### src/rtl/mpr_pkg.sv
package mpr_pkg;
  typedef enum logic [3:0] {
    CMD_NOP   = 4'd0,
    CMD_MRS   = 4'd1,
    CMD_RD    = 4'd2,
    CMD_RDAP  = 4'd3,
    CMD_WR    = 4'd4,
    CMD_ACT   = 4'd5,
    CMD_PRE   = 4'd6,
    CMD_REF   = 4'd7,
    CMD_PDE   = 4'd8,
    CMD_SRE   = 4'd9,
    CMD_RESET = 4'd10
  } cmd_e;

  localparam int unsigned MR_ADDR_W = 2;
  localparam int unsigned LOC_W     = 2;
endpackage

### src/rtl/mpr_mode_regs.sv
module mpr_mode_regs
  import mpr_pkg::*;
#(
  parameter int unsigned TARGET_MR = 3
) (
  input  logic                 clk,
  input  logic                 rst_n,
  input  logic                 cmd_valid,
  input  logic [3:0]           cmd_code,
  input  logic [MR_ADDR_W-1:0] mr_addr,
  input  logic [2:0]           mr_bits,
  input  logic                 banks_idle,
  input  logic                 trp_met,
  output logic                 on_q,
  output logic [LOC_W-1:0]     loc_q,
  output logic                 err_q,
  output logic                 rd_start,
  output logic                 kill,
  output logic                 wr_ok
);
  cmd_e             cmd;
  logic             is_rd, is_tgt_mr, may_enter;
  logic             on_d, err_d, upd_en;
  logic [LOC_W-1:0] loc_d;

  assign cmd       = cmd_e'(cmd_code);
  assign is_rd     = (cmd == CMD_RD) || (cmd == CMD_RDAP);
  assign is_tgt_mr = (cmd == CMD_MRS) && (mr_addr == MR_ADDR_W'(TARGET_MR));
  assign may_enter = banks_idle && trp_met;
  assign rd_start  = cmd_valid && is_rd;
  assign kill      = cmd_valid && (cmd == CMD_RESET);
  assign wr_ok     = cmd_valid && (cmd == CMD_WR) && !on_q;
  assign upd_en    = cmd_valid;

  always_comb begin
    on_d  = on_q;
    loc_d = loc_q;
    err_d = 1'b0;
    if (cmd_valid) begin
      if (cmd == CMD_RESET) begin
        on_d  = 1'b0;
        loc_d = '0;
      end else if (is_tgt_mr) begin
        if (!on_q) begin
          if (mr_bits[2] && !may_enter) begin
            err_d = 1'b1;
          end else begin
            on_d  = mr_bits[2];
            loc_d = mr_bits[1:0];
          end
        end else if (mr_bits[2]) begin
          err_d = 1'b1;
        end else begin
          on_d  = 1'b0;
          loc_d = mr_bits[1:0];
        end
      end else if (on_q && !is_rd && (cmd != CMD_NOP)) begin
        err_d = 1'b1;
      end
    end
  end

  always_ff @(posedge clk or negedge rst_n) begin
    if (!rst_n) begin
      on_q  <= 1'b0;
      loc_q <= '0;
    end else if (upd_en) begin
      on_q  <= on_d;
      loc_q <= loc_d;
    end
  end

  always_ff @(posedge clk or negedge rst_n) begin
    if (!rst_n) err_q <= 1'b0;
    else        err_q <= err_d;
  end

  assert_entry_needs_idle_R3: assert property (@(posedge clk) disable iff (!rst_n)
    (cmd_valid && is_tgt_mr && mr_bits[2] && !on_q && !(banks_idle && trp_met))
      |=> (!on_q && err_q));

  assert_entry_ok_R2: assert property (@(posedge clk) disable iff (!rst_n)
    (cmd_valid && is_tgt_mr && mr_bits[2] && !on_q && banks_idle && trp_met)
      |=> (on_q && !err_q && loc_q == $past(mr_bits[1:0])));

  assert_reject_keeps_state_R4: assert property (@(posedge clk) disable iff (!rst_n)
    (cmd_valid && on_q && !is_rd && (cmd != CMD_NOP) && (cmd != CMD_RESET)
      && !(is_tgt_mr && !mr_bits[2]))
      |=> (err_q && on_q && loc_q == $past(loc_q)));

  assert_reset_cmd_R9: assert property (@(posedge clk) disable iff (!rst_n)
    kill |=> (!on_q && !err_q && loc_q == '0));

  assert_exit_R10: assert property (@(posedge clk) disable iff (!rst_n)
    (cmd_valid && is_tgt_mr && !mr_bits[2]) |=> !on_q);
endmodule

### src/rtl/mpr_burst_seq.sv
module mpr_burst_seq
  import mpr_pkg::*;
#(
  parameter int unsigned BURST_LEN = 8
) (
  input  logic             clk,
  input  logic             rst_n,
  input  logic             start,
  input  logic             kill,
  input  logic             src_mpr_in,
  input  logic [LOC_W-1:0] loc_in,
  output logic             act_q,
  output logic             src_mpr_q,
  output logic             pat_bit
);
  localparam int unsigned CNT_W = (BURST_LEN > 1) ? $clog2(BURST_LEN) : 1;
  localparam logic [CNT_W-1:0] LAST = CNT_W'(BURST_LEN - 1);

  logic [CNT_W-1:0] cnt_q, cnt_d;
  logic             act_d, src_d, cap_en, run_en;
  logic [LOC_W-1:0] loc_q, loc_d;

  assign cap_en = start && !kill;
  assign run_en = cap_en || kill || act_q;

  always_comb begin
    act_d = act_q;
    cnt_d = cnt_q;
    src_d = src_mpr_q;
    loc_d = loc_q;
    if (kill) begin
      act_d = 1'b0;
      cnt_d = '0;
    end else if (cap_en) begin
      act_d = 1'b1;
      cnt_d = '0;
      src_d = src_mpr_in;
      loc_d = loc_in;
    end else if (act_q) begin
      if (cnt_q == LAST) begin
        act_d = 1'b0;
        cnt_d = '0;
      end else begin
        cnt_d = cnt_q + 1'b1;
      end
    end
  end

  always_ff @(posedge clk or negedge rst_n) begin
    if (!rst_n) begin
      act_q     <= 1'b0;
      cnt_q     <= '0;
      src_mpr_q <= 1'b0;
      loc_q     <= '0;
    end else if (run_en) begin
      act_q     <= act_d;
      cnt_q     <= cnt_d;
      src_mpr_q <= src_d;
      loc_q     <= loc_d;
    end
  end

  assign pat_bit = act_q && src_mpr_q && (loc_q == '0) && cnt_q[0];

  assert_burst_start_R11: assert property (@(posedge clk) disable iff (!rst_n)
    (start && !kill) |=> (act_q && cnt_q == '0));

  assert_burst_end_R5: assert property (@(posedge clk) disable iff (!rst_n)
    (act_q && cnt_q == LAST && !start) |=> !act_q);

  assert_src_held_R12: assert property (@(posedge clk) disable iff (!rst_n)
    (act_q && !start && !kill && cnt_q != LAST) |=> $stable(src_mpr_q));
endmodule

### src/rtl/mpr_lane_map.sv
module mpr_lane_map #(
  parameter int unsigned DQ_W = 16
) (
  input  logic            burst_on,
  input  logic            use_mpr,
  input  logic            pat_bit,
  input  logic [DQ_W-1:0] array_dq,
  output logic [DQ_W-1:0] dq
);
  localparam int unsigned LANE_GROUP = 8;

  for (genvar i = 0; i < DQ_W; i++) begin : g_lane
    if ((i % LANE_GROUP) == 0) begin : g_prime
      assign dq[i] = burst_on && (use_mpr ? pat_bit : array_dq[i]);
    end else begin : g_other
      assign dq[i] = burst_on && !use_mpr && array_dq[i];
    end
  end

  always_comb begin
    assert_lane_quiet_R7: assert (burst_on || dq == '0);
  end
endmodule

### src/rtl/mpr_mode_ctrl.sv
module mpr_mode_ctrl
  import mpr_pkg::*;
#(
  parameter int unsigned DQ_W      = 16,
  parameter int unsigned BURST_LEN = 8
) (
  input  logic            clk,
  input  logic            rst_n,
  input  logic            cmd_valid,
  input  logic [3:0]      cmd_code,
  input  logic [1:0]      mr_addr,
  input  logic [2:0]      mr_bits,
  input  logic            banks_idle,
  input  logic            trp_met,
  input  logic [DQ_W-1:0] array_dq,
  output logic [DQ_W-1:0] dq_out,
  output logic            rd_valid,
  output logic            mpr_active,
  output logic            cmd_err,
  output logic            array_wr_en
);
  logic             rst_meta_n, rst_sync_n;
  logic             on_q, err_q, rd_start, kill, wr_ok;
  logic             act_q, src_mpr_q, pat_bit;
  logic [LOC_W-1:0] loc_q;

  always_ff @(posedge clk or negedge rst_n) begin
    if (!rst_n) begin
      rst_meta_n <= 1'b0;
      rst_sync_n <= 1'b0;
    end else begin
      rst_meta_n <= 1'b1;
      rst_sync_n <= rst_meta_n;
    end
  end

  mpr_mode_regs #(.TARGET_MR(3)) u_regs (
    .clk        (clk),
    .rst_n      (rst_sync_n),
    .cmd_valid  (cmd_valid),
    .cmd_code   (cmd_code),
    .mr_addr    (mr_addr),
    .mr_bits    (mr_bits),
    .banks_idle (banks_idle),
    .trp_met    (trp_met),
    .on_q       (on_q),
    .loc_q      (loc_q),
    .err_q      (err_q),
    .rd_start   (rd_start),
    .kill       (kill),
    .wr_ok      (wr_ok)
  );

  mpr_burst_seq #(.BURST_LEN(BURST_LEN)) u_burst (
    .clk        (clk),
    .rst_n      (rst_sync_n),
    .start      (rd_start),
    .kill       (kill),
    .src_mpr_in (on_q),
    .loc_in     (loc_q),
    .act_q      (act_q),
    .src_mpr_q  (src_mpr_q),
    .pat_bit    (pat_bit)
  );

  mpr_lane_map #(.DQ_W(DQ_W)) u_lanes (
    .burst_on (act_q),
    .use_mpr  (src_mpr_q),
    .pat_bit  (pat_bit),
    .array_dq (array_dq),
    .dq       (dq_out)
  );

  assign rd_valid    = act_q;
  assign mpr_active  = on_q;
  assign cmd_err     = err_q;
  assign array_wr_en = wr_ok;

  always_comb begin
    assert_no_array_write_in_mode_R4: assert (!(array_wr_en && mpr_active));
  end
endmodule

### config.mk
export PLATFORM = sky130hd
export DESIGN_NAME = mpr_mode_ctrl
export DESIGN_NICKNAME = d
export VERILOG_FILES = /design/src/rtl/mpr_pkg.sv /design/src/rtl/mpr_mode_regs.sv /design/src/rtl/mpr_burst_seq.sv /design/src/rtl/mpr_lane_map.sv /design/src/rtl/mpr_mode_ctrl.sv
export SDC_FILE = /design/constraint.sdc
export NUM_CORES = 1
export LEC_CHECK = 0
export BUFFER_PORTS_ARGS = -buffer_cell sky130_fd_sc_hd__clkbuf_2
export CELL_PAD_IN_SITES_DETAIL_PLACEMENT = 0
export CELL_PAD_IN_SITES_GLOBAL_PLACEMENT = 1
export CORE_MARGIN = 4
export CORE_UTILIZATION = 32
export DETAILED_ROUTE_END_ITERATION = 10
export PLACE_DENSITY_LB_ADDON = 0.1
export SYNTH_ARGS = -nofsm -noshare
export SYNTH_HDL_FRONTEND = slang
export SYNTH_SLANG_ARGS = --single-unit
### constraint.sdc
create_clock -name clk -period 1.6 [get_ports clk]
set_input_delay 0.16 -clock clk [delete_from_list [all_inputs] [get_ports clk]]
set_output_delay 0.16 -clock clk [all_outputs]
set_load 0.02 [all_outputs]
==> results of run 1 <==
cells in the final DEF, fill, tap and decap left out, types with 2 or more instances in the layout:
master and instances:
nor2_2 2, a21oi_1 4, mux2i_1 5, and3_1 5, nor2_1 5, nand3b_1 2
nand2b_1 2, ha_1 2, clkbuf_4 3, and2_1 9, mux2_2 3, nand2_1 6
clkbuf_2 49, dfrtp_1 13, inv_1 5
cells by family (layout without fill, tap and decap cells):
group,after synthesis,count (layout)
AND/OR/NAND/NOR,40,40
adder cells (fa/ha/maj),2,2
multiplexers,9,9
buffers and inverters,5,60
other,1,1
flip-flops,13,13
AO/OA/AOI/OAI,9,9
through the flow:
step	instances	setup slack (ps)	power (mW)	util	instance area, um2
floorplan	79	203	0.862	-	803
global placement	157	303	1.11	0.475	1090
detailed placement	157	263	1.12	0.475	1090
CTS	162	1.95	1.32	0.491	1130
global route	162	-10.4	1.41	0.492	1130
finish	162	138	1.30	0.492	1130
layer usage:
layer	GRT usage	part of all wire	up-vias
li1	-	-	386
met1	0.131	0.40	347
met2	0.205	0.56	7
met3	0.0401	0.031	0
met4	0.00993	0	0
met5	0	0	-
worst max-delay path: stages, from the launching register on:
cell and delay, ps:
dfrtp_1 350, inv_1 100, nor2_2 250, and2_1 170
clkbuf_2 160
how the worst max path moves through the flow:
stage	end
2_1_floorplan	array_wr_en
3_3_place_gp	u_regs.loc_q[0]$_DFFE_PN0P_
3_5_place_dp	u_regs.loc_q[0]$_DFFE_PN0P_
4_1_cts	dq_out[12]
5_1_grt	dq_out[2]
6_report	dq_out[12]
synth_stat cells:
master,number
dfrtp_1,13
and2_1,9
nand2_1,6
nor2_1,6
and3_1,5
inv_1,5
mux2i_1,5
a21oi_1,4
mux2_2,3
ha_1,2
nand2b_1,2
nand3b_1,2
a31oi_1,1
and4bb_2,1
conb_1,1
mux2_4,1
nand3_1,1
nand4_2,1
nor2_2,1
nor2b_4,1
nor3_1,1
nor3b_2,1
nor3b_4,1
nor4_1,1
nor4b_4,1
o21a_1,1
o21ai_0,1
o31ai_1,1
o32ai_1,1
area by class of cell:
type,count,area share
Clock buffer,3,0.0199
Clock inverter,1,0.00442
Inverter,5,0.0166
Multi-Input combinational cell,61,0.408
Sequential cell,13,0.288
Tap cell,28,0.0310
Timing Repair Buffer,51,0.232
power by group through the flow:
| stage | clock (mW) | combinational, mW | sequential, mW |
|---|---|---|---|
| final | 0.191 | 0.673 | 0.433 |
| after global routing | 0.223 | 0.739 | 0.442 |
| after CTS | 0.208 | 0.681 | 0.433 |
| after detailed placement | 0 | 0.678 | 0.440 |
| after global placement | 0 | 0.669 | 0.436 |
| after floorplan | 0 | 0.403 | 0.459 |
timing repair:
item / 4_1_cts / 5_1_grt
hold endpoints to repair: 2 / 0
hold buffers: 1 / 0
resized for setup: 0 / 1
setup endpoints to repair: 0 / 9
sequential cells by signal, indices dropped and copies added (netlist names):
register / cells
u_regs.err_q: 1
u_burst.src_mpr_q: 1
u_regs.loc_q: 2
u_burst.cnt_q: 3
rst_meta_n: 1
u_burst.act_q: 1
u_regs.on_q: 1
rst_sync_n: 1
u_burst.loc_q: 2
==> out/results.ini, run 1 <==
[routing]
drc = 0
wl_mm = 1.85
via_per_inst = 4.57
drt_iter0_drc = 12
wl_per_cell_um = 11.4
drtAntennaViolNets = 0
num_vias = 740
dr.pass1.iters = 4

[die]
die_area_um2 = 3380
fp.coreArea_um2 = 2300
ioPinCount = 50
die_x_um = 58.1
start_util = 0.350
die_y_um = 58.1
rows = 17

[timing]
period_share = 0.913
finClkSkew_ps = 0.219
drv_slew = 0
hold_ws_ps = 101
fmax_mhz = 684
hold_viol_final = 0
setup_tns_ps = 0
rsz0062_at_grt = true
period_minus_slack_ps = 1460
finalSetupViolCount = 0

[power]
power_frac_comb = 0.519
power_density_nw_per_um2 = 1150
clkPwrFrac = 0.147
p_sw_frac = 0.418
p_int_mw = 0.754
p_seq_frac = 0.334
peakVddDrop_mv = 0.580
p_sw_mw = 0.542
total_leakage_power_nw = 0.630

[synth]
synth_cell_types = 29
synth_simple_gate_area_share = 0.344
yosysTopAreaCell = dfrtp_1
synth-xor-area-share = 0
synth_seq_cells = 13
syn_area_um2 = 803
synth.area.mux_share = 0.123
synth_compound_area_frac = 0.0685
synth-seq-area-share = 0.405
yosysWarnings = 0
synth_adder_area_share = 0.0312
syn-num-nets = 111
synth_top_family_by_area = simple AND/OR/NAND/NOR gates
synth_top_area_share = 0.405
synthCells = 79
avgSynthCellArea_um2 = 10.2
yosys-top-cells-area = dfrtp_1 (40%), and2_1 (7.0%), mux2i_1 (6.2%), mux2_2 (4.2%), and3_1 (3.9%)

[layout]
fillerInstances = 244
antenna-diode-count = 0
multi_input_area_um2 = 462
fin_nets = 167
synthToLayoutAreaGrowth_pct = 40.8
register_area_um2 = 325
drive_gt1_frac = 0.493

[setup_path]
crit_arrival_ps = 1300
r2r-end = u_regs.loc_q[0]$_DFFE_PN0P_
cp.required_ps = 1440
r2r_start = u_regs.on_q$_DFFE_PN0P_
reg2reg_slack_ps = 300
critPathMaxFanout = 9
path_class = flop to output port
r2r_cells = 3
endpoint_kind = output port
crit_start = u_burst.act_q$_DFFE_PN0P_
startpoint_type = flop

[worst_hold_path]
hp-class = primary input to flop
worstHoldPathCells = 3
worstHoldStart = mr_bits[0]
whs_endpoint = u_regs.loc_q[0]$_DFFE_PN0P_

[clocking]
cts_setup_buffers = 0
htreeDepth = 1
root_buffer = clkbuf_4
clk_latency_ps = 270
cts_buffers = 3
cts_tree = yes
cts_buffer_depth = 2
path_clk_slew_ps = 70
cts.sinks = 13

[grt]
grt_overflow = 0
grt_antenna_before_repair = 0
grt.total_usage = 0.112
grt_pass1_vias = 734
grt_pass1_wl_mm = 3.01
grt_max_degree = 12

[placed_design]
gp_congestion = 0.736
dp_hpwl_mm = 1.63
port_buffers = 49

[flow_run]
max-cap-violations = 0

[status]
status = finished, final reports clean

(Power assumes the default switching activity.)
==> inputs of run 2 (changes only) <==
Settings changed: PLACE_DENSITY from default to 0.82, PLACE_DENSITY_LB_ADDON 0.1 to default.
==> out/results.ini, run 2 (synthesized netlist as in run 1, its figures left out) <==
[status]
status = finished, final reports clean

[die]
ioPinCount = 50
die_area_um2 = 3380
die_x_um = 58.1
fp.coreArea_um2 = 2300
die_y_um = 58.1
start_util = 0.350
rows = 17

[setup_path]
crit_arrival_ps = 1320
startpoint_type = flop
path_class = flop to output port
cp.required_ps = 1440
r2r_start = u_regs.on_q$_DFFE_PN0P_
crit_start = u_burst.src_mpr_q$_DFFE_PN0P_
critPathMaxFanout = 4
endpoint_kind = output port

[clocking]
root_buffer = clkbuf_4
cts_buffers = 3
clk_latency_ps = 270
htreeDepth = 1
path_clk_slew_ps = 70
cts.sinks = 13
cts_buffer_depth = 2
cts_tree = yes

[power]
p_int_mw = 0.759
power_density_nw_per_um2 = 1140
p_sw_mw = 0.535
clkPwrFrac = 0.151
power_frac_comb = 0.517
total_leakage_power_nw = 0.627
p_seq_frac = 0.332
p_sw_frac = 0.413
peakVddDrop_mv = 0.685

[routing]
drc = 0
via_per_inst = 4.88
drtAntennaViolNets = 0
drt_iter0_drc = 18
wl_mm = 1.88
dr.pass1.iters = 3
num_vias = 790
wl_per_cell_um = 11.6

[timing]
drv_slew = 0
finClkSkew_ps = 1.33
hold_ws_ps = 102
hold_viol_final = 0
period_share = 0.923
finalSetupViolCount = 0
fmax_mhz = 677
setup_slack_ps = 124
period_minus_slack_ps = 1480

[grt]
grt_max_degree = 12
grt.total_usage = 0.110
grt_pass1_vias = 723
grt_overflow = 0
grt_pass1_wl_mm = 2.99
grt_antenna_before_repair = 0

[layout]
top_regs = u_burst.cnt_q x3, u_burst.loc_q x2, u_regs.loc_q x2
fin_nets = 167
drive_gt1_frac = 0.485
top_register = u_burst.cnt_q
antenna-diode-count = 0
synthToLayoutAreaGrowth_pct = 40.7
finalNonFillerCells = 162
largest_register_ffs = 3
layout_common_cells = clkbuf_2 (49), dfrtp_1 (13), and2_1 (9), nand2_1 (6)
final_common_cell = clkbuf_2

[placed_design]
dp_hpwl_mm = 1.62
port_buffers = 49
dp_worst_setup_slack_ps = 260
gp_congestion = 0.910
dpl.cell_count = 157

[worst_hold_path]
worstHoldStart = mr_bits[0]
hp-class = primary input to flop

[flow_run]
max-cap-violations = 0

==> run 2: changes by cell type in the layout (fill, tap and decap cells not counted), sizes merged <==
| cell | delta |
|---|---|
| clkbuf | +1 |
| clkinv | -1 |
==> run 2: power by group through the flow <==
stage               combinational (mW)  sequential, mW  clock (mW)
finish                           0.668           0.429       0.196
global route                     0.740           0.441       0.222
CTS                              0.676           0.432       0.207
detailed placement               0.674           0.439           0
global placement                 0.661           0.434           0
floorplan                        0.403           0.459           0
==> run 2: critical path: stages, from the launching register on <==
cell	delay, ps
dfrtp_1	410
nand2_1	70
nor3_1	210
a21oi_1	70
nor2_1	100
clkbuf_2	180
==> run 2: layer usage <==
layer,GRT usage,wire length (um),vias to the layer above
met5,0,0,-
met3,0.0356,256,0
li1,-,-,385
met1,0.123,761,361
met4,0.0298,0,0
met2,0.197,861,44
==> run 2: layout make-up <==
cell class	count	area [um2]
fill	228	1170
multi-input combinational	61	462
sequential	13	325
timing repair buffer	51	263
tap	28	35.0
clock buffer	4	26.3
inverter	5	18.8
==> run 2: timing repair <==
item | 4_1_cts | 5_1_grt
hold endpoints to repair | 2 | 0
resized for setup | 0 | 1
endpoints found under the setup margin | 0 | 9
hold buffers | 1 | 0
setup buffers | 0 | 0
==> run 2: final timing paths <==
path,end,slack (ps),cells past startpoint
min reg2reg,u_regs.loc_q[0]$_DFFE_PN0P_,180,0
max reg2reg,u_regs.loc_q[1]$_DFFE_PN0P_,250,3
max in group asynchronous,u_burst.loc_q[1]$_DFFE_PN0P_,1120,0
min,u_regs.loc_q[0]$_DFFE_PN0P_,100,3
max,dq_out[8],120,5
min in group asynchronous,u_regs.loc_q[0]$_DFFE_PN0P_,180,0
==> run 2: metrics by stage <==
step                total power, mW  cell area, um2  setup TNS (ps)  utilization
global route                   1.40            1130           -14.8        0.492
CTS                            1.32            1130               0        0.491
detailed placement             1.11            1090               0        0.475
finish                         1.29            1130               0        0.492
global placement               1.10            1090               0        0.475
floorplan                     0.862             803               0            -
